<file path="src/rtl/dbag_pkg.sv">
package dbag_pkg;
  localparam int DW_W = 10;
  localparam int PLD_NARROW = 8;
  localparam int PLD_WIDE = 9;

  typedef enum logic [1:0] {
    RES_640  = 2'd0,
    RES_800  = 2'd1,
    RES_1024 = 2'd2,
    RES_1280 = 2'd3
  } res_e;

  typedef enum logic [1:0] {
    K_PIX  = 2'd0,
    K_CMP  = 2'd1,
    K_SCAN = 2'd2,
    K_RSV  = 2'd3
  } kind_e;

  typedef struct packed {
    logic [DW_W-1:0] width_dw;
    logic [DW_W-1:0] last_line;
    logic            pitch_wide;
    logic            gap;
    logic            err;
  } geom_t;
endpackage

</file>
<file path="src/rtl/dbag_mode_dec.sv">
module dbag_mode_dec
  import dbag_pkg::*;
(
  input  logic [1:0] res_sel,
  input  logic       bpp16,
  output geom_t      geom
);
  res_e        res;
  logic [10:0] px_w;
  logic [10:0] lines;

  always_comb begin
    res = res_e'(res_sel);
    unique case (res)
      RES_640:  begin px_w = 11'd640;  lines = 11'd480;  end
      RES_800:  begin px_w = 11'd800;  lines = 11'd600;  end
      RES_1024: begin px_w = 11'd1024; lines = 11'd768;  end
      default:  begin px_w = 11'd1280; lines = 11'd1024; end
    endcase
    geom.width_dw   = bpp16 ? px_w[10:1] : {1'b0, px_w[10:2]};
    geom.last_line  = DW_W'(lines - 11'd1);
    geom.pitch_wide = bpp16 || (res == RES_1280);
    geom.gap        = (res != RES_1024);
    geom.err        = bpp16 && (res == RES_1280);
  end
endmodule

</file>
<file path="src/rtl/dbag_addr_calc.sv">
module dbag_addr_calc
  import dbag_pkg::*;
#(
  parameter int OFF_W = 20,
  parameter int X_W   = 11,
  parameter int Y_W   = 10,
  parameter int CL_W  = 10
) (
  input  logic [1:0]      kind,
  input  logic [X_W-1:0]  x,
  input  logic [Y_W-1:0]  y,
  input  logic [DW_W-1:0] width_dw,
  input  logic            pitch_wide,
  input  logic            gap,
  input  logic            bpp16,
  input  logic [OFF_W-1:0] cmp_base,
  input  logic [CL_W-1:0] cmp_line,
  output logic [OFF_W-1:0] off,
  output logic [3:0]      be
);
  localparam int PW = Y_W + CL_W;

  logic [OFF_W-1:0] line_base;
  logic [X_W-1:0]   word_x;
  logic [OFF_W-1:0] fb_off;
  logic [OFF_W-1:0] gap_off;
  logic [OFF_W-1:0] lin_off;
  logic [PW-1:0]    prod;

  always_comb begin
    line_base = OFF_W'(y) << (pitch_wide ? PLD_WIDE : PLD_NARROW);
    word_x    = bpp16 ? {1'b0, x[X_W-1:1]} : {2'b00, x[X_W-1:2]};
    fb_off    = line_base | OFF_W'(word_x);
    gap_off   = line_base + OFF_W'(width_dw) + OFF_W'(x);
    prod      = PW'(y) * PW'(cmp_line);
    lin_off   = cmp_base + OFF_W'(prod) + OFF_W'(x);
    if (kind_e'(kind) == K_CMP) begin
      off = gap ? gap_off : lin_off;
      be  = 4'hF;
    end else begin
      off = fb_off;
      if (bpp16) be = x[0] ? 4'b1100 : 4'b0011;
      else       be = 4'b0001 << x[1:0];
    end
  end
endmodule

</file>
<file path="src/rtl/dbag_scan_seq.sv">
module dbag_scan_seq
  import dbag_pkg::*;
#(
  parameter int OFF_W = 20,
  parameter int Y_W   = 10
) (
  input  logic             clk,
  input  logic             rst_n,
  input  logic             start,
  input  logic             step,
  input  logic             abort,
  input  logic [Y_W-1:0]   start_y,
  input  logic [DW_W-1:0]  width_dw,
  input  logic [DW_W-1:0]  last_line,
  input  logic             pitch_wide,
  output logic             busy,
  output logic [OFF_W-1:0] first_off,
  output logic [OFF_W-1:0] cur_off,
  output logic             cur_last
);
  logic [Y_W-1:0]  line_q;
  logic [DW_W-1:0] word_q;
  logic            row_end;

  always_comb begin
    row_end   = (word_q == width_dw - DW_W'(1));
    cur_last  = row_end && (DW_W'(line_q) == last_line);
    cur_off   = (OFF_W'(line_q) << (pitch_wide ? PLD_WIDE : PLD_NARROW)) | OFF_W'(word_q);
    first_off = OFF_W'(start_y) << (pitch_wide ? PLD_WIDE : PLD_NARROW);
  end

  always_ff @(posedge clk) begin
    if (!rst_n) begin
      busy   <= 1'b0;
      line_q <= '0;
      word_q <= '0;
    end else if (abort) begin
      busy <= 1'b0;
    end else if (start) begin
      busy   <= 1'b1;
      line_q <= start_y;
      word_q <= DW_W'(1);
    end else if (step) begin
      if (row_end) begin
        word_q <= '0;
        if (cur_last) busy <= 1'b0;
        else          line_q <= line_q + Y_W'(1);
      end else begin
        word_q <= word_q + DW_W'(1);
      end
    end
  end
endmodule

</file>
<file path="src/rtl/disp_addr_gen.sv">
module disp_addr_gen
  import dbag_pkg::*;
#(
  parameter int OFF_W      = 20,
  parameter int X_W        = 11,
  parameter int Y_W        = 10,
  parameter int CL_W       = 10,
  parameter int APT_W      = 13,
  parameter int APT_SHIFT  = 19
) (
  input  logic                 clk,
  input  logic                 rst_n,
  input  logic [1:0]           res_sel,
  input  logic                 bpp16,
  input  logic [OFF_W-1:0]     cmp_base,
  input  logic [CL_W-1:0]      cmp_line_dw,
  input  logic [APT_W-1:0]     apt_base,
  input  logic                 cmd_valid,
  output logic                 cmd_ready,
  input  logic [1:0]           cmd_kind,
  input  logic [X_W-1:0]       cmd_x,
  input  logic [Y_W-1:0]       cmd_y,
  output logic                 out_valid,
  input  logic                 out_ready,
  output logic [OFF_W-1:0]     out_off,
  output logic [3:0]           out_be,
  output logic                 out_eof,
  output logic [APT_W+APT_SHIFT-1:0] out_sysaddr,
  output logic                 mode_err
);
  localparam int SYS_W = APT_W + APT_SHIFT;

  geom_t            geom;
  logic [OFF_W-1:0] calc_off;
  logic [3:0]       calc_be;
  logic             busy;
  logic [OFF_W-1:0] scan_first;
  logic [OFF_W-1:0] scan_off;
  logic             scan_last;
  logic             slot_free;
  logic             accept;
  logic             is_scan;

  dbag_mode_dec u_dec (
    .res_sel (res_sel),
    .bpp16   (bpp16),
    .geom    (geom)
  );

  dbag_addr_calc #(.OFF_W(OFF_W), .X_W(X_W), .Y_W(Y_W), .CL_W(CL_W)) u_calc (
    .kind       (cmd_kind),
    .x          (cmd_x),
    .y          (cmd_y),
    .width_dw   (geom.width_dw),
    .pitch_wide (geom.pitch_wide),
    .gap        (geom.gap),
    .bpp16      (bpp16),
    .cmp_base   (cmp_base),
    .cmp_line   (cmp_line_dw),
    .off        (calc_off),
    .be         (calc_be)
  );

  always_comb begin
    slot_free = !out_valid || out_ready;
    cmd_ready = !busy && (geom.err || slot_free);
    accept    = cmd_valid && cmd_ready;
    is_scan   = (kind_e'(cmd_kind) == K_SCAN);
    mode_err  = geom.err;
  end

  dbag_scan_seq #(.OFF_W(OFF_W), .Y_W(Y_W)) u_scan (
    .clk        (clk),
    .rst_n      (rst_n),
    .start      (accept && is_scan && !geom.err),
    .step       (busy && slot_free),
    .abort      (geom.err),
    .start_y    (cmd_y),
    .width_dw   (geom.width_dw),
    .last_line  (geom.last_line),
    .pitch_wide (geom.pitch_wide),
    .busy       (busy),
    .first_off  (scan_first),
    .cur_off    (scan_off),
    .cur_last   (scan_last)
  );

  always_ff @(posedge clk) begin
    if (!rst_n) begin
      out_valid <= 1'b0;
      out_off   <= '0;
      out_be    <= '0;
      out_eof   <= 1'b0;
    end else if (geom.err) begin
      out_valid <= 1'b0;
    end else if (accept) begin
      out_valid <= 1'b1;
      out_eof   <= 1'b0;
      if (is_scan) begin
        out_off <= scan_first;
        out_be  <= 4'hF;
      end else begin
        out_off <= calc_off;
        out_be  <= calc_be;
      end
    end else if (busy && slot_free) begin
      out_valid <= 1'b1;
      out_off   <= scan_off;
      out_be    <= 4'hF;
      out_eof   <= scan_last;
    end else if (out_ready) begin
      out_valid <= 1'b0;
    end
  end

  assign out_sysaddr = SYS_W'({apt_base, {APT_SHIFT{1'b0}}}) + SYS_W'({out_off, 2'b00});
endmodule

</file>
<file path="config.mk">
export PLATFORM = sky130hd
export DESIGN_NAME = disp_addr_gen
export DESIGN_NICKNAME = d
export VERILOG_FILES = /design/src/rtl/dbag_pkg.sv /design/src/rtl/dbag_mode_dec.sv /design/src/rtl/dbag_addr_calc.sv /design/src/rtl/dbag_scan_seq.sv /design/src/rtl/disp_addr_gen.sv
export SDC_FILE = /design/constraint.sdc
export NUM_CORES = 1
export LEC_CHECK = 0
export BUFFER_PORTS_ARGS = -buffer_cell sky130_fd_sc_hd__buf_2
export CAP_MARGIN = 20
export CORE_UTILIZATION = 44
export CTS_CLUSTER_DIAMETER = 80
export DETAILED_ROUTE_END_ITERATION = 7
export GPL_ROUTABILITY_DRIVEN = 0
export PLACE_DENSITY = 0.7
export RECOVER_POWER = 50
export SLEW_MARGIN = 10
export SYNTH_ARGS = -nofsm -noshare
export SYNTH_HDL_FRONTEND = slang
export SYNTH_SLANG_ARGS = --single-unit
</file>
<file path="constraint.sdc">
create_clock -name clk -period 6.6 [get_ports clk]
set_clock_uncertainty 0.1 [all_clocks]
set_input_delay 0.33 -clock clk [delete_from_list [all_inputs] [get_ports clk]]
set_output_delay 0.33 -clock clk [all_outputs]
set_load 0.02 [all_outputs]
</file>
==> report_table.html, run 1 <==
<table>
<tr><th>Metric</th><th>Value</th></tr>
<tr><th colspan="2">Drt</th></tr>
<tr><td>Post-detailed-routing wire length</td><td>between 20000 and 25000 um</td></tr>
<tr><td>Via Count</td><td>7654</td></tr>
<tr><td>Routed via count divided by cell count</td><td>between 5 and 6</td></tr>
<tr><td>Number of DRC markers in iteration 0</td><td>between 600 and 700</td></tr>
<tr><td>Remaining antenna violation count</td><td>0</td></tr>
<tr><td>First-pass detailed-route iteration total</td><td>5</td></tr>
<tr><td>Number of remaining DRC errors</td><td>0</td></tr>
<tr><td>Avg WL per Cell</td><td>around 16 um</td></tr>
<tr><th colspan="2">Placement</th></tr>
<tr><td>I/O Buffers</td><td>130</td></tr>
<tr><td>HPWL after detailed placement</td><td>about 18000 um</td></tr>
<tr><th colspan="2">Clock tree</th></tr>
<tr><td>Clk pin slew, worst setup/hold paths</td><td>0.07 ns</td></tr>
<tr><td>Maximum level of the CTS H-tree</td><td>2</td></tr>
<tr><td>Number of buffers inserted to repair setup after CTS</td><td>0</td></tr>
<tr><td>Number of clock buffers inserted by TritonCTS</td><td>5</td></tr>
<tr><td>Clock tree from TritonCTS</td><td>yes</td></tr>
<tr><td>Hold Buf Count CTS</td><td>0</td></tr>
<tr><td>Post-cts gate resize count</td><td>0</td></tr>
<tr><td>Clock latency of the later-clocked register in the worst-skew pair</td><td>0.30 ns</td></tr>
<tr><td>CTS root buf</td><td>clkbuf_16</td></tr>
<tr><td>CTS Buffer Depth</td><td>2</td></tr>
<tr><td>Clock Sinks</td><td>47</td></tr>
<tr><th colspan="2">Synth</th></tr>
<tr><td>Top cells by area in the synthesized netlist</td><td>fa_1 (22%), ha_1 (11%), dfxtp_1 (11%), inv_1 (6.6%), nand2_1 (5.8%)</td></tr>
<tr><td>Instance count of the mapped netlist</td><td>around 1100</td></tr>
<tr><td>YS warnings</td><td>0</td></tr>
<tr><td>Count of flip-flops with a built-in enable after synthesis</td><td>0</td></tr>
<tr><td>Top_reg_cell synth</td><td>dfxtp_1</td></tr>
<tr><td>Syn avg cell area</td><td>7.96 um2</td></tr>
<tr><td>Share of synthesized area occupied by flip-flops and latches</td><td>0.109</td></tr>
<tr><td>Share of async-settable or async-resettable flops after synthesis</td><td>0</td></tr>
<tr><td>Synth top area share</td><td>0.224</td></tr>
<tr><td>Netlist Area Pre-Place</td><td>a little under 9000 um2</td></tr>
<tr><td>Number of different library cells in the post-synthesis netlist</td><td>roughly 70</td></tr>
<tr><td>FF+latch count, synth</td><td>47</td></tr>
<tr><td>Cell type contributing the most total cell area after synthesis</td><td>fa_1</td></tr>
<tr><td>Top cells by count, synth</td><td>inv_1 (153), nand2_1 (133), fa_1 (97)</td></tr>
<tr><td>Most frequently used cell type in the post-synthesis netlist</td><td>inv_1</td></tr>
<tr><th colspan="2">Layout</th></tr>
<tr><td>Filler Cells Inserted</td><td>1916</td></tr>
<tr><td>Diode insertion count for antenna repair</td><td>0</td></tr>
<tr><td>Fraction of final layout cells with drive strength greater than 1</td><td>0.0994</td></tr>
<tr><td>Post-synthesis to final-layout area growth</td><td>8.39%</td></tr>
<tr><td>Net count of the finished layout</td><td>1402</td></tr>
<tr><th colspan="2">STA</th></tr>
<tr><td>Hold violation total from the final report</td><td>0</td></tr>
<tr><td>RSZ-0062 raised after global routing</td><td>false</td></tr>
<tr><td>Worst slew slack as a fraction of its limit</td><td>-0.104</td></tr>
<tr><td>Worst Max-Slew Pin Slew</td><td>1.66 ns</td></tr>
<tr><td>Hold slack final</td><td>just over 0.2 ns</td></tr>
<tr><td>Final setup vio count</td><td>0</td></tr>
<tr><td>Total Negative Setup Slacks</td><td>0 ns</td></tr>
<tr><td>Timing-limited maximum frequency</td><td>roughly 190 MHz</td></tr>
<tr><td>Max Slew Vio Count</td><td>35</td></tr>
<tr><td>Minimum period implied by the final worst setup slack</td><td>roughly 5.4 ns</td></tr>
<tr><td>Period utilisation layout</td><td>0.816</td></tr>
<tr><th colspan="2">Power and ir drop</th></tr>
<tr><td>VDD IR-drop max</td><td>roughly 0.16 mV</td></tr>
<tr><td>Static power due to leakage</td><td>around 4.4 nW</td></tr>
<tr><td>Power density over cell area</td><td>about 290 nW/um2</td></tr>
<tr><th colspan="2">Run status</th></tr>
<tr><td>Failing checks</td><td>max-capacitance violations, max-slew violations</td></tr>
<tr><td>Run status</td><td>finished, violations left</td></tr>
<tr><th colspan="2">Min path</th></tr>
<tr><td>Kind of path behind the tightest hold check</td><td>primary input to flop</td></tr>
<tr><th colspan="2">Die</th></tr>
<tr><td>Total number of placement rows</td><td>50</td></tr>
<tr><td>Number of placed I/O pins</td><td>approximately 130</td></tr>
<tr><td>Die area</td><td>between 20000 and 25000 um2</td></tr>
<tr><td>Width of the die</td><td>approximately 140 um</td></tr>
<tr><td>Die Span Y</td><td>approximately 140 um</td></tr>
<tr><td>Initial cell density of the core</td><td>0.455</td></tr>
<tr><td>Core footprint</td><td>around 19000 um2</td></tr>
<tr><th colspan="2">Job</th></tr>
<tr><td>Max Cap Viol</td><td>1</td></tr>
<tr><th colspan="2">GRT</th></tr>
<tr><td>Global router's overall resource usage</td><td>0.228</td></tr>
<tr><td>Wire length of the first global-routing pass</td><td>~36000 um</td></tr>
<tr><td>Antenna violations before repair</td><td>0</td></tr>
<tr><td>Via count of the first global-routing pass</td><td>between 7000 and 8000</td></tr>
<tr><td>Total overflow reported by the global router</td><td>0</td></tr>
<tr><td>Pin count of the biggest net entering global routing</td><td>35</td></tr>
<tr><th colspan="2">Critical path</th></tr>
<tr><td>Crit path launch type</td><td>primary input</td></tr>
<tr><td>Endpoint class of the critical path</td><td>flop</td></tr>
<tr><td>Worst Setup Path Type</td><td>primary input to flop</td></tr>
<tr><td>Data required, critical path</td><td>~6.7 ns</td></tr>
<tr><td>Critical Path Fanout Max</td><td>17</td></tr>
<tr><td>Critical path arrival</td><td>approximately 5.5 ns</td></tr>
</table>
[sequential cells by signal, summed over array words and instances (netlist names)]
name           count
out_eof            1
u_scan.busy        1
out_valid          1
out_be             4
out_off           20
u_scan.line_q     10
u_scan.word_q     10
[power breakdown]
part / switching, mW / total, mW / leakage [nW] / internal [mW]
logic: 1.24 / 2.13 / 3.97 / 0.885
registers: 0.0201 / 0.323 / 0.384 / 0.303
clock network: 0.121 / 0.263 / 0.0746 / 0.143
total: 1.39 / 2.72 / 4.43 / 1.33
[stage by stage]
stage	std cells	setup slack, ns	power (mW)	area, um2	util
2_1_floorplan	1089	1.23	2.04	8660	-
3_3_place_gp	1409	0.970	2.43	9300	0.489
3_5_place_dp	1409	0.895	2.47	9300	0.489
4_1_cts	1417	1.21	2.74	9450	0.497
5_1_grt	1417	0.972	3.05	9390	0.494
6_report	1417	1.22	2.72	9390	0.494
[layout make-up]
type                    instances  area (um2)  area share
well taps                     260         325      0.0347
clock buffers                   5         125      0.0133
clock inverters                 3        22.5     0.00240
multi-input cells             814        6780       0.722
flip-flops and latches         47         941       0.100
inverters                     154         578      0.0616
repair buffers                134         616      0.0656
[routing by layer]
layer  share of wire  vias to the layer above  track usage
li1                -                     3738            -
met1            0.46                     3658        0.323
met2            0.47                      248        0.381
met3           0.063                       10       0.0168
met4          0.0061                        0       0.0424
met5               0                        -            0
[placed cells by master (no fill, tap or decap), types with 5 or more instances in the layout]
cell type and instances:
a211oi_1 15, a21o_1 9, a21oi_1 60, a22oi_1 5, a31oi_1 7, and2_1 57, and3_1 14, and4_2 5
buf_2 78, clkbuf_1 52, clkbuf_16 5, dfxtp_1 47, fa_1 97, ha_1 76, inv_1 153, mux2i_1 20
nand2_1 133, nand2b_1 6, nand3_1 21, nand4_1 11, nor2_1 48, nor2b_1 11, nor3_1 19, nor4_1 6
o2111ai_1 6, o211a_1 6, o211ai_1 7, o21a_1 9, o21ai_0 42, o22ai_1 7, or3_1 8, xnor2_1 27
xor2_1 21
[worst paths after layout]
check             startpoint               end  slack, ns  cells after the start
hold / removal     cmd_valid         out_valid       0.20                      2
setup / recovery    cmd_y[7]       out_off[18]       1.22                     18
setup reg to reg   out_valid  u_scan.line_q[4]       3.59                      6
hold reg to reg   out_off[8]        out_off[8]       0.38                      2
[worst max-delay path, stage by stage]
cell and delay (ns):
buf_2 0.31, nand2_1 0.14, fa_1 0.55, inv_1 0.05, fa_1 0.53, fa_1 0.44
fa_1 0.54, inv_1 0.05, fa_1 0.53, inv_1 0.04, ha_1 0.37, a21o_1 0.22
o21a_1 0.18, a2111o_1 0.43, and3_1 0.20, a31oi_1 0.25, mux2i_1 0.22, a22oi_1 0.09
[cells by family (layout without fill, tap and decap cells)]
family,Yosys count,after routing,synth area share
adder cells (fa/ha/maj),173,173,0.334
buffers and inverters,228,296,0.109
AND/OR/NAND/NOR,353,353,0.202
multiplexers,24,24,0.0283
flip-flops,47,47,0.109
XOR/XNOR,49,49,0.0511
AO/OA/AOI/OAI,213,213,0.166
other,1,2,0.000433
No activity file was read; power rests on OpenSTA's default activity.
==> inputs of run 2 (changes only) <==
Settings changed: PLACE_DENSITY 0.7 to 0.73.
Clock period 6.6 ns to 4.4 ns, I/O delays scaled along.
==> run 2 against run 1 <==
  * The flow finishes with violations (negative setup slack)
  * Via count increased by 8.5%
  * Global-route usage increased by 2.2 points
  * Core utilization grew 7.1 points
  * Total power is 130% higher
  * Critical path depth grew 1
  * Worst setup slack got worse by 1.5 ns
  * Sequential share of layout area down 1.3 points
  * Clock power is 54% higher
  * Hold slack got worse by 0.11 ns
  * Cell count grew 5.9%
  * Non-clock buffer count rose by 83
  * Routed wire length is 10% higher
  * Highest routed layer unchanged
==> report_table.html, run 2 (synthesis results as in run 1) <==
<table>
<tr><th>Metric</th><th>Value</th></tr>
<tr><th colspan="2">Drt</th></tr>
<tr><td>Number of remaining DRC errors</td><td>0 (unchanged)</td></tr>
<tr><td>Number of DRC markers in iteration 0</td><td>589 (was 642)</td></tr>
<tr><td>First-pass detailed-route iteration total</td><td>5 (unchanged)</td></tr>
<tr><td>Routed via count divided by cell count</td><td>5.53 (was 5.40)</td></tr>
<tr><td>Via Count</td><td>8302 (was 7654)</td></tr>
<tr><td>Avg WL per Cell</td><td>16.6 um (was 16.0 um)</td></tr>
<tr><td>Post-detailed-routing wire length</td><td>24900 um (was 22600 um)</td></tr>
<tr><td>Remaining antenna violation count</td><td>0 (unchanged)</td></tr>
<tr><th colspan="2">Critical path</th></tr>
<tr><td>WP buf/inv</td><td>5 (was 4)</td></tr>
<tr><td>Cell at the slowest stage of the critical path</td><td>fa_2 (was fa_1)</td></tr>
<tr><td>Data required, critical path</td><td>4.48 ns (was 6.68 ns)</td></tr>
<tr><td>Critical path arrival</td><td>4.76 ns (was 5.47 ns)</td></tr>
<tr><td>Cell class contributing the biggest share of worst-path delay</td><td>adder cells (unchanged)</td></tr>
<tr><td>Cell type with the highest occurrence count on the critical path</td><td>fa_1 (unchanged)</td></tr>
<tr><td>Cells along the critical path</td><td>buf_12 &gt; and2_4 &gt; fa_2 &gt; inv_2 &gt; fa_1 &gt; inv_1 &gt; fa_2 &gt; fa_1 &gt; inv_1 &gt; fa_1 &gt; inv_2 &gt; ha_4 &gt; and2_4 &gt; and3_4 &gt; a2111o_1 &gt; and3_4 &gt; a31oi_4 &gt; mux2i_1 &gt; a22oi_1 (was buf_2 &gt; nand2_1 &gt; fa_1 &gt; inv_1 &gt; fa_1 &gt; fa_1 &gt; fa_1 &gt; inv_1 &gt; fa_1 &gt; inv_1 &gt; ha_1 &gt; a21o_1 &gt; o21a_1 &gt; a2111o_1 &gt; and3_1 &gt; a31oi_1 &gt; mux2i_1 &gt; a22oi_1)</td></tr>
<tr><td>Crit path launch type</td><td>primary input (unchanged)</td></tr>
<tr><td>Worst Setup Path Type</td><td>primary input to flop (unchanged)</td></tr>
<tr><td>Crit path largest cell delay</td><td>0.56 ns (was 0.55 ns)</td></tr>
<tr><td>Critical Path Fanout Max</td><td>5 (was 17)</td></tr>
<tr><td>Endpoint class of the critical path</td><td>flop (unchanged)</td></tr>
<tr><th colspan="2">GRT</th></tr>
<tr><td>Total overflow reported by the global router</td><td>0 (unchanged)</td></tr>
<tr><td>Antenna violations before repair</td><td>0 (unchanged)</td></tr>
<tr><td>Pin count of the biggest net entering global routing</td><td>35 (unchanged)</td></tr>
<tr><td>Global router's overall resource usage</td><td>0.250 (was 0.228)</td></tr>
<tr><td>Via count of the first global-routing pass</td><td>8139 (was 7304)</td></tr>
<tr><td>Wire length of the first global-routing pass</td><td>40100 um (was 36500 um)</td></tr>
<tr><th colspan="2">STA</th></tr>
<tr><td>Period utilisation layout</td><td>1.06</td></tr>
<tr><td>Timing-limited maximum frequency</td><td>~210 MHz</td></tr>
<tr><td>Hold violation total from the final report</td><td>0 (unchanged)</td></tr>
<tr><td>Final critical-path setup slack</td><td>-0.275 ns (was 1.22 ns)</td></tr>
<tr><td>Max Slew Vio Count</td><td>0 (was 35)</td></tr>
<tr><td>RSZ-0062 raised after global routing</td><td>true (was false)</td></tr>
<tr><td>Worst Max-Slew Pin Slew</td><td>1.22 ns (was 1.66 ns)</td></tr>
<tr><td>Minimum period implied by the final worst setup slack</td><td>roughly 4.7 ns</td></tr>
<tr><td>Final setup vio count</td><td>8 (was 0)</td></tr>
<tr><td>Total Negative Setup Slacks</td><td>-1.34 ns (was 0 ns)</td></tr>
<tr><td>Worst slew slack as a fraction of its limit</td><td>0.184 (was -0.104)</td></tr>
<tr><td>Hold slack final</td><td>0.0925 ns (was 0.203 ns)</td></tr>
<tr><th colspan="2">Layout</th></tr>
<tr><td>Post-synthesis to final-layout area growth</td><td>24.0% (was 8.39%)</td></tr>
<tr><td>Flip-flop count of the largest register, all copies and words added</td><td>20 (unchanged)</td></tr>
<tr><td>Commonest non-fill, non-tap cell in the layout</td><td>inv_1 (unchanged)</td></tr>
<tr><td>Fraction of final layout cells with drive strength greater than 1</td><td>0.235 (was 0.0994)</td></tr>
<tr><td>Number of standard cells in the final layout excluding fillers</td><td>1500 (was 1417)</td></tr>
<tr><td>Diode insertion count for antenna repair</td><td>0 (unchanged)</td></tr>
<tr><td>Most frequent cells in the layout</td><td>inv_1 (141), nand2_1 (124), fa_1 (89), buf_4 (72), buf_2 (67) (was inv_1 (153), nand2_1 (133), fa_1 (97), buf_2 (78), ha_1 (76))</td></tr>
<tr><td>Leading registers by flop count</td><td>out_off: 20 flops, u_scan.line_q: 10 flops, u_scan.word_q: 10 flops (unchanged)</td></tr>
<tr><td>Core Util, Final</td><td>0.565 (was 0.494)</td></tr>
<tr><td>Top register by number of flip-flops</td><td>out_off (unchanged)</td></tr>
<tr><td>Area of all placed cells without fillers</td><td>10700 um2 (was 9390 um2)</td></tr>
<tr><td>Net count of the finished layout</td><td>1485 (was 1402)</td></tr>
<tr><th colspan="2">Clock tree</th></tr>
<tr><td>CTS Buffer Depth</td><td>2 (unchanged)</td></tr>
<tr><td>Number of clock buffers inserted by TritonCTS</td><td>5 (unchanged)</td></tr>
<tr><td>Clk pin slew, worst setup/hold paths</td><td>0.07 ns (about the same)</td></tr>
<tr><td>Hold Buf Count CTS</td><td>0 (unchanged)</td></tr>
<tr><td>Maximum level of the CTS H-tree</td><td>2 (unchanged)</td></tr>
<tr><td>Clock latency of the later-clocked register in the worst-skew pair</td><td>0.30 ns (about the same)</td></tr>
<tr><td>CTS root buf</td><td>clkbuf_16 (unchanged)</td></tr>
<tr><td>Clock tree from TritonCTS</td><td>yes (unchanged)</td></tr>
<tr><td>Clock Sinks</td><td>47 (unchanged)</td></tr>
<tr><th colspan="2">Die</th></tr>
<tr><td>Initial cell density of the core</td><td>0.455 (unchanged)</td></tr>
<tr><td>Total number of placement rows</td><td>50 (unchanged)</td></tr>
<tr><td>Width of the die</td><td>142 um (unchanged)</td></tr>
<tr><td>Die Span Y</td><td>142 um (unchanged)</td></tr>
<tr><td>Number of placed I/O pins</td><td>133 (unchanged)</td></tr>
<tr><td>Die area</td><td>20200 um2 (unchanged)</td></tr>
<tr><td>Core footprint</td><td>19000 um2 (unchanged)</td></tr>
<tr><th colspan="2">Power and ir drop</th></tr>
<tr><td>Fraction of power consumed by the clock network</td><td>0.064 (was 0.097)</td></tr>
<tr><td>Cell internal pwr</td><td>3.42 mW (was 1.33 mW)</td></tr>
<tr><td>Switching portion of total power</td><td>0.462 (was 0.510)</td></tr>
<tr><td>Power density over cell area</td><td>592 nW/um2 (was 289 nW/um2)</td></tr>
<tr><td>Static power due to leakage</td><td>4.99 nW (was 4.43 nW)</td></tr>
<tr><td>Comb pwr share</td><td>0.860 (was 0.784)</td></tr>
<tr><td>VDD IR-drop max</td><td>0.739 mV (was 0.161 mV)</td></tr>
<tr><td>Switching pwr</td><td>2.94 mW (was 1.39 mW)</td></tr>
<tr><td>Total power draw</td><td>6.36 mW (was 2.72 mW)</td></tr>
<tr><td>Part of the total power dissipated in sequential elements</td><td>0.076 (was 0.119)</td></tr>
<tr><th colspan="2">Run status</th></tr>
<tr><td>Failing checks</td><td>negative setup slack (was max-capacitance violations, max-slew violations)</td></tr>
<tr><td>Run status</td><td>finished, violations left (unchanged)</td></tr>
<tr><th colspan="2">Job</th></tr>
<tr><td>Max Cap Viol</td><td>0 (was 1)</td></tr>
<tr><th colspan="2">Placement</th></tr>
<tr><td>I/O Buffers</td><td>130 (unchanged)</td></tr>
<tr><td>Worst setup timing slack at the placement stage</td><td>-0.726 ns (was 0.895 ns)</td></tr>
<tr><td>Placed standard-cell area</td><td>10000 um2 (was 9300 um2)</td></tr>
<tr><td>DP Cell Count</td><td>1478 (was 1409)</td></tr>
<tr><td>HPWL after detailed placement</td><td>19300 um (was 18200 um)</td></tr>
<tr><th colspan="2">Min path</th></tr>
<tr><td>Kind of path behind the tightest hold check</td><td>primary input to flop (unchanged)</td></tr>
</table>
==> run 2: cell count changes in the layout (fill, tap and decap cells not counted), moves of 9 or more <==
| cell | previous run | this run |
|---|---|---|
| nand2_1 | 133 | 124 |
| and2_4 | 0 | 16 |
| inv_2 | 1 | 13 |
| buf_2 | 78 | 67 |
| buf_4 | 4 | 72 |
| buf_6 | 0 | 17 |
| ha_4 | 0 | 11 |
| inv_1 | 153 | 141 |
| ha_1 | 76 | 63 |
| and2_1 | 57 | 41 |
==> run 2: path summary, 6_finish.rpt <==
check                         from               end  slack, ns  cells past startpoint
setup / recovery          cmd_y[5]       out_off[18]      -0.27                     19
setup reg to reg  u_scan.line_q[0]  u_scan.line_q[4]       1.52                      7
hold reg to reg         out_off[8]        out_off[8]       0.37                      2
hold / removal           cmd_valid         out_valid       0.09                      2
==> run 2: power by group through the flow <==
stage                     registers [mW]  logic (mW)  clock network, mW
final                              0.485        5.47              0.405
after global routing               0.488        6.02              0.429
after CTS                          0.483        4.60              0.411
after detailed placement           0.492        4.34                  0
after global placement             0.491        4.24                  0
after floorplan                    0.510        3.03                  0
==> run 2: repair_timing <==
item,in CTS,in global routing
setup endpoints to repair,12,13
buffers inserted,3,8
gates cloned,1,2
pin swaps,23,62
gates resized for setup,52,81
==> run 2: layer usage <==
layer  vias to the layer above  share of wire  GRT usage
li1                       3913              -          -
met1                      3997           0.42      0.330
met2                       330           0.47      0.421
met3                        62          0.060     0.0262
met4                         0          0.042     0.0962
met5                         -              0          0
==> run 2: layout make-up <==
cell class | instances | area, um2
tap | 260 | 325
sequential | 47 | 941
multi-input combinational | 814 | 7220
timing repair buffer | 217 | 1520
clock inverter | 2 | 16.3
clock buffer | 6 | 139
inverter | 154 | 578
fill | 1750 | 8280
==> run 2: worst register-to-register path, delay by kind of cell, from the launching register on <==
kind / cells / cell delay [ns]
compound gates: 3 / 1.32
simple gates: 3 / 0.61
fa+ha+maj: 1 / 0.35
flops: 1 / 0.38
==> inputs of run 3 (changes only) <==
Settings changed: CORE_MARGIN set to 4, CORE_UTILIZATION 44 to 42, CTS_BUF_LIST set to sky130_fd_sc_hd__clkbuf_4, PLACE_DENSITY 0.73 to 0.7.
==> run 3 against run 2 <==
  * Design area is 2.2% lower
  * Sequential power is essentially flat
  * Critical path type unchanged
  * Maximum frequency rose by 2.8%
  * First-iteration DRC count increased by 1.7%
  * The flow still finishes with violations (negative setup slack)
  * Global-route usage down 3.3 points
  * Sequential cell count unchanged
==> report_table.html, run 3 (synthesis results as in run 1) <==
<table>
<tr><th>Metric</th><th>Value</th></tr>
<tr><th colspan="2">Run status</th></tr>
<tr><td>Run status</td><td>finished, violations left (unchanged)</td></tr>
<tr><td>Failing checks</td><td>negative setup slack (unchanged)</td></tr>
<tr><th colspan="2">Critical path</th></tr>
<tr><td>Critical Path Fanout Max</td><td>9 (was 5)</td></tr>
<tr><td>Crit path largest cell delay</td><td>0.53 ns (was 0.56 ns)</td></tr>
<tr><td>Worst R2R Path Depth</td><td>6 (was 7)</td></tr>
<tr><td>Cell type with the highest occurrence count on the critical path</td><td>fa_1 (unchanged)</td></tr>
<tr><td>Endpoint class of the critical path</td><td>flop (unchanged)</td></tr>
<tr><td>WP buf/inv</td><td>4 (was 5)</td></tr>
<tr><td>Worst Setup Path Type</td><td>primary input to flop (unchanged)</td></tr>
<tr><td>Worst r2r dst</td><td>out_eof (was u_scan.line_q[4])</td></tr>
<tr><td>Crit path launch type</td><td>primary input (unchanged)</td></tr>
<tr><td>Critical path arrival</td><td>4.75 ns (was 4.76 ns)</td></tr>
<tr><td>Cell at the slowest stage of the critical path</td><td>fa_1 (was fa_2)</td></tr>
<tr><td>Cell class contributing the biggest share of worst-path delay</td><td>adder cells (unchanged)</td></tr>
<tr><td>Worst setup path startpoint</td><td>cmd_y[4] (was cmd_y[5])</td></tr>
<tr><td>Worst setup endpoint</td><td>out_off[18] (unchanged)</td></tr>
<tr><td>Startpoint of the worst-slack reg-to-reg timing path</td><td>u_scan.line_q[0] (unchanged)</td></tr>
<tr><td>Depth of the critical timing path with buffers and inverters included</td><td>17 (was 19)</td></tr>
<tr><td>Data required, critical path</td><td>4.60 ns (was 4.48 ns)</td></tr>
<tr><td>Worst R2R Setup Slack</td><td>1.55 ns (was 1.52 ns)</td></tr>
<tr><td>Cells along the critical path</td><td>buf_12 &gt; buf_6 &gt; and2_4 &gt; fa_1 &gt; fa_1 &gt; fa_1 &gt; fa_1 &gt; inv_1 &gt; fa_1 &gt; inv_2 &gt; ha_4 &gt; or3_1 &gt; a2111o_1 &gt; and3_4 &gt; a31oi_4 &gt; mux2i_1 &gt; a22oi_1 (was buf_12 &gt; and2_4 &gt; fa_2 &gt; inv_2 &gt; fa_1 &gt; inv_1 &gt; fa_2 &gt; fa_1 &gt; inv_1 &gt; fa_1 &gt; inv_2 &gt; ha_4 &gt; and2_4 &gt; and3_4 &gt; a2111o_1 &gt; and3_4 &gt; a31oi_4 &gt; mux2i_1 &gt; a22oi_1)</td></tr>
<tr><th colspan="2">STA</th></tr>
<tr><td>Total Negative Setup Slacks</td><td>-0.261 ns (was -1.34 ns)</td></tr>
<tr><td>Worst Max-Slew Pin Slew</td><td>0.999 ns (was 1.22 ns)</td></tr>
<tr><td>Period utilisation layout</td><td>1.03 (was 1.06)</td></tr>
<tr><td>RSZ-0062 raised after global routing</td><td>true (unchanged)</td></tr>
<tr><td>Worst slew slack as a fraction of its limit</td><td>0.334 (was 0.184)</td></tr>
<tr><td>Max Slew Vio Count</td><td>0 (unchanged)</td></tr>
<tr><td>Timing-limited maximum frequency</td><td>220 MHz (was 214 MHz)</td></tr>
<tr><td>Hold violation total from the final report</td><td>0 (unchanged)</td></tr>
<tr><td>Hold slack final</td><td>0.0773 ns (was 0.0925 ns)</td></tr>
<tr><td>Minimum period implied by the final worst setup slack</td><td>4.55 ns (was 4.67 ns)</td></tr>
<tr><td>Final critical-path setup slack</td><td>-0.148 ns (was -0.275 ns)</td></tr>
<tr><td>Final setup vio count</td><td>2 (was 8)</td></tr>
<tr><th colspan="2">Drt</th></tr>
<tr><td>Avg WL per Cell</td><td>16.7 um (was 16.6 um)</td></tr>
<tr><td>First-pass detailed-route iteration total</td><td>8 (was 5)</td></tr>
<tr><td>Routed via count divided by cell count</td><td>5.46 (was 5.53)</td></tr>
<tr><td>Remaining antenna violation count</td><td>0 (unchanged)</td></tr>
<tr><td>Via Count</td><td>8222 (was 8302)</td></tr>
<tr><td>Number of remaining DRC errors</td><td>0 (unchanged)</td></tr>
<tr><td>Post-detailed-routing wire length</td><td>25100 um (was 24900 um)</td></tr>
<tr><td>Number of DRC markers in iteration 0</td><td>599 (was 589)</td></tr>
<tr><th colspan="2">Die</th></tr>
<tr><td>Die area</td><td>23000 um2 (was 20200 um2)</td></tr>
<tr><td>Initial cell density of the core</td><td>0.428 (was 0.455)</td></tr>
<tr><td>Number of placed I/O pins</td><td>133 (unchanged)</td></tr>
<tr><td>Total number of placement rows</td><td>52 (was 50)</td></tr>
<tr><td>Core footprint</td><td>20200 um2 (was 19000 um2)</td></tr>
<tr><td>Die Span Y</td><td>152 um (was 142 um)</td></tr>
<tr><td>Width of the die</td><td>152 um (was 142 um)</td></tr>
<tr><th colspan="2">Layout</th></tr>
<tr><td>Diode insertion count for antenna repair</td><td>0 (unchanged)</td></tr>
<tr><td>Area of all placed cells without fillers</td><td>10500 um2 (was 10700 um2)</td></tr>
<tr><td>Commonest non-fill, non-tap cell in the layout</td><td>inv_1 (unchanged)</td></tr>
<tr><td>Top register by number of flip-flops</td><td>out_off (unchanged)</td></tr>
<tr><td>Number of standard cells in the final layout excluding fillers</td><td>1506 (was 1500)</td></tr>
<tr><td>Most frequent cells in the layout</td><td>inv_1 (144), nand2_1 (122), fa_1 (92), buf_4 (82), ha_1 (63) (was inv_1 (141), nand2_1 (124), fa_1 (89), buf_4 (72), buf_2 (67))</td></tr>
<tr><td>Leading registers by flop count</td><td>out_off: 20 flops, u_scan.line_q: 10 flops, u_scan.word_q: 10 flops (unchanged)</td></tr>
<tr><td>Net count of the finished layout</td><td>1482 (was 1485)</td></tr>
<tr><td>Fraction of final layout cells with drive strength greater than 1</td><td>0.222 (was 0.235)</td></tr>
<tr><td>Post-synthesis to final-layout area growth</td><td>21.3% (was 24.0%)</td></tr>
<tr><td>Flip-flop count of the largest register, all copies and words added</td><td>20 (unchanged)</td></tr>
<tr><td>Filler Cells Inserted</td><td>1922 (was 1750)</td></tr>
<tr><td>Core Util, Final</td><td>0.519 (was 0.565)</td></tr>
<tr><th colspan="2">Placement</th></tr>
<tr><td>DP Cell Count</td><td>1491 (was 1478)</td></tr>
<tr><td>I/O Buffers</td><td>130 (unchanged)</td></tr>
<tr><td>HPWL after detailed placement</td><td>20200 um (was 19300 um)</td></tr>
<tr><td>Worst setup timing slack at the placement stage</td><td>-0.761 ns (was -0.726 ns)</td></tr>
<tr><td>Placed standard-cell area</td><td>10000 um2 (about the same)</td></tr>
<tr><th colspan="2">GRT</th></tr>
<tr><td>Wire length of the first global-routing pass</td><td>40200 um (was 40100 um)</td></tr>
<tr><td>Via count of the first global-routing pass</td><td>8067 (was 8139)</td></tr>
<tr><td>Antenna violations before repair</td><td>0 (unchanged)</td></tr>
<tr><td>Global router's overall resource usage</td><td>0.217 (was 0.250)</td></tr>
<tr><td>Total overflow reported by the global router</td><td>0 (unchanged)</td></tr>
<tr><td>Pin count of the biggest net entering global routing</td><td>35 (unchanged)</td></tr>
<tr><th colspan="2">Clock tree</th></tr>
<tr><td>Clk pin slew, worst setup/hold paths</td><td>0.16 ns (was 0.07 ns)</td></tr>
<tr><td>Maximum level of the CTS H-tree</td><td>2 (unchanged)</td></tr>
<tr><td>CTS Buffer Depth</td><td>2 (unchanged)</td></tr>
<tr><td>Clock latency of the later-clocked register in the worst-skew pair</td><td>0.39 ns (was 0.30 ns)</td></tr>
<tr><td>Number of clock buffers inserted by TritonCTS</td><td>5 (unchanged)</td></tr>
<tr><td>Clock Sinks</td><td>47 (unchanged)</td></tr>
<tr><td>CTS root buf</td><td>clkbuf_4 (was clkbuf_16)</td></tr>
<tr><td>Clock tree from TritonCTS</td><td>yes (unchanged)</td></tr>
<tr><th colspan="2">Min path</th></tr>
<tr><td>Kind of path behind the tightest hold check</td><td>primary input to flop (unchanged)</td></tr>
<tr><th colspan="2">Power and ir drop</th></tr>
<tr><td>Power density over cell area</td><td>559 nW/um2 (was 592 nW/um2)</td></tr>
<tr><td>VDD IR-drop max</td><td>0.677 mV (was 0.739 mV)</td></tr>
<tr><td>Static power due to leakage</td><td>4.89 nW (was 4.99 nW)</td></tr>
<tr><td>Total power draw</td><td>5.87 mW (was 6.36 mW)</td></tr>
<tr><th colspan="2">Job</th></tr>
<tr><td>Max Cap Viol</td><td>0 (unchanged)</td></tr>
</table>
==> run 3: worst min-delay path by stage <==
stage,cells after the start,slack (ns),startpoint,end
floorplan,1,0.27,cmd_y[2],u_scan.line_q[2]
global placement,2,0.36,out_off[8],out_off[8]
global route,3,0.09,cmd_x[0],out_be[3]
finish,3,0.08,cmd_x[0],out_be[3]
detailed placement,2,0.37,out_off[8],out_off[8]
CTS,3,0.07,cmd_x[0],out_be[3]
==> run 3: worst min-delay path: stages <==
cell and delay [ns]:
buf_2 0.15, o21ai_0 0.09, a21oi_1 0.06
==> run 3: repair_timing <==
item                                    4_1_cts  5_1_grt
endpoints found under the setup margin       12       12
endpoints found under the hold margin         1        0
hold buffers                                  1        0
cloned                                        0        0
setup buffers                                 2        5
resized for setup                            39       69
pin swaps                                    10       38
==> run 3: layout make-up <==
class,instances,area [um2],area share
multi-input cells,814,7160,0.682
repair buffers,214,1410,0.134
flip-flops and latches,47,941,0.0896
inverters,154,578,0.0551
well taps,270,338,0.0322
clock buffers,5,37.5,0.00357
clock inverters,2,37.5,0.00357
==> run 3: report_power, final <==
group / total (mW) / switching, mW / internal [mW] / leakage, nW
Clock: 0.273 / 0.156 / 0.117 / 0.0373
Sequential: 0.485 / 0.0308 / 0.455 / 0.384
Combinational: 5.11 / 2.55 / 2.56 / 4.47
==> run 3: per-layer routing <==
layer	GRT usage	up-vias	part of all wire
li1	-	3908	-
met3	0.0294	49	0.068
met2	0.374	317	0.48
met4	0.0588	0	0.029
met1	0.288	3948	0.43
met5	0	-	0
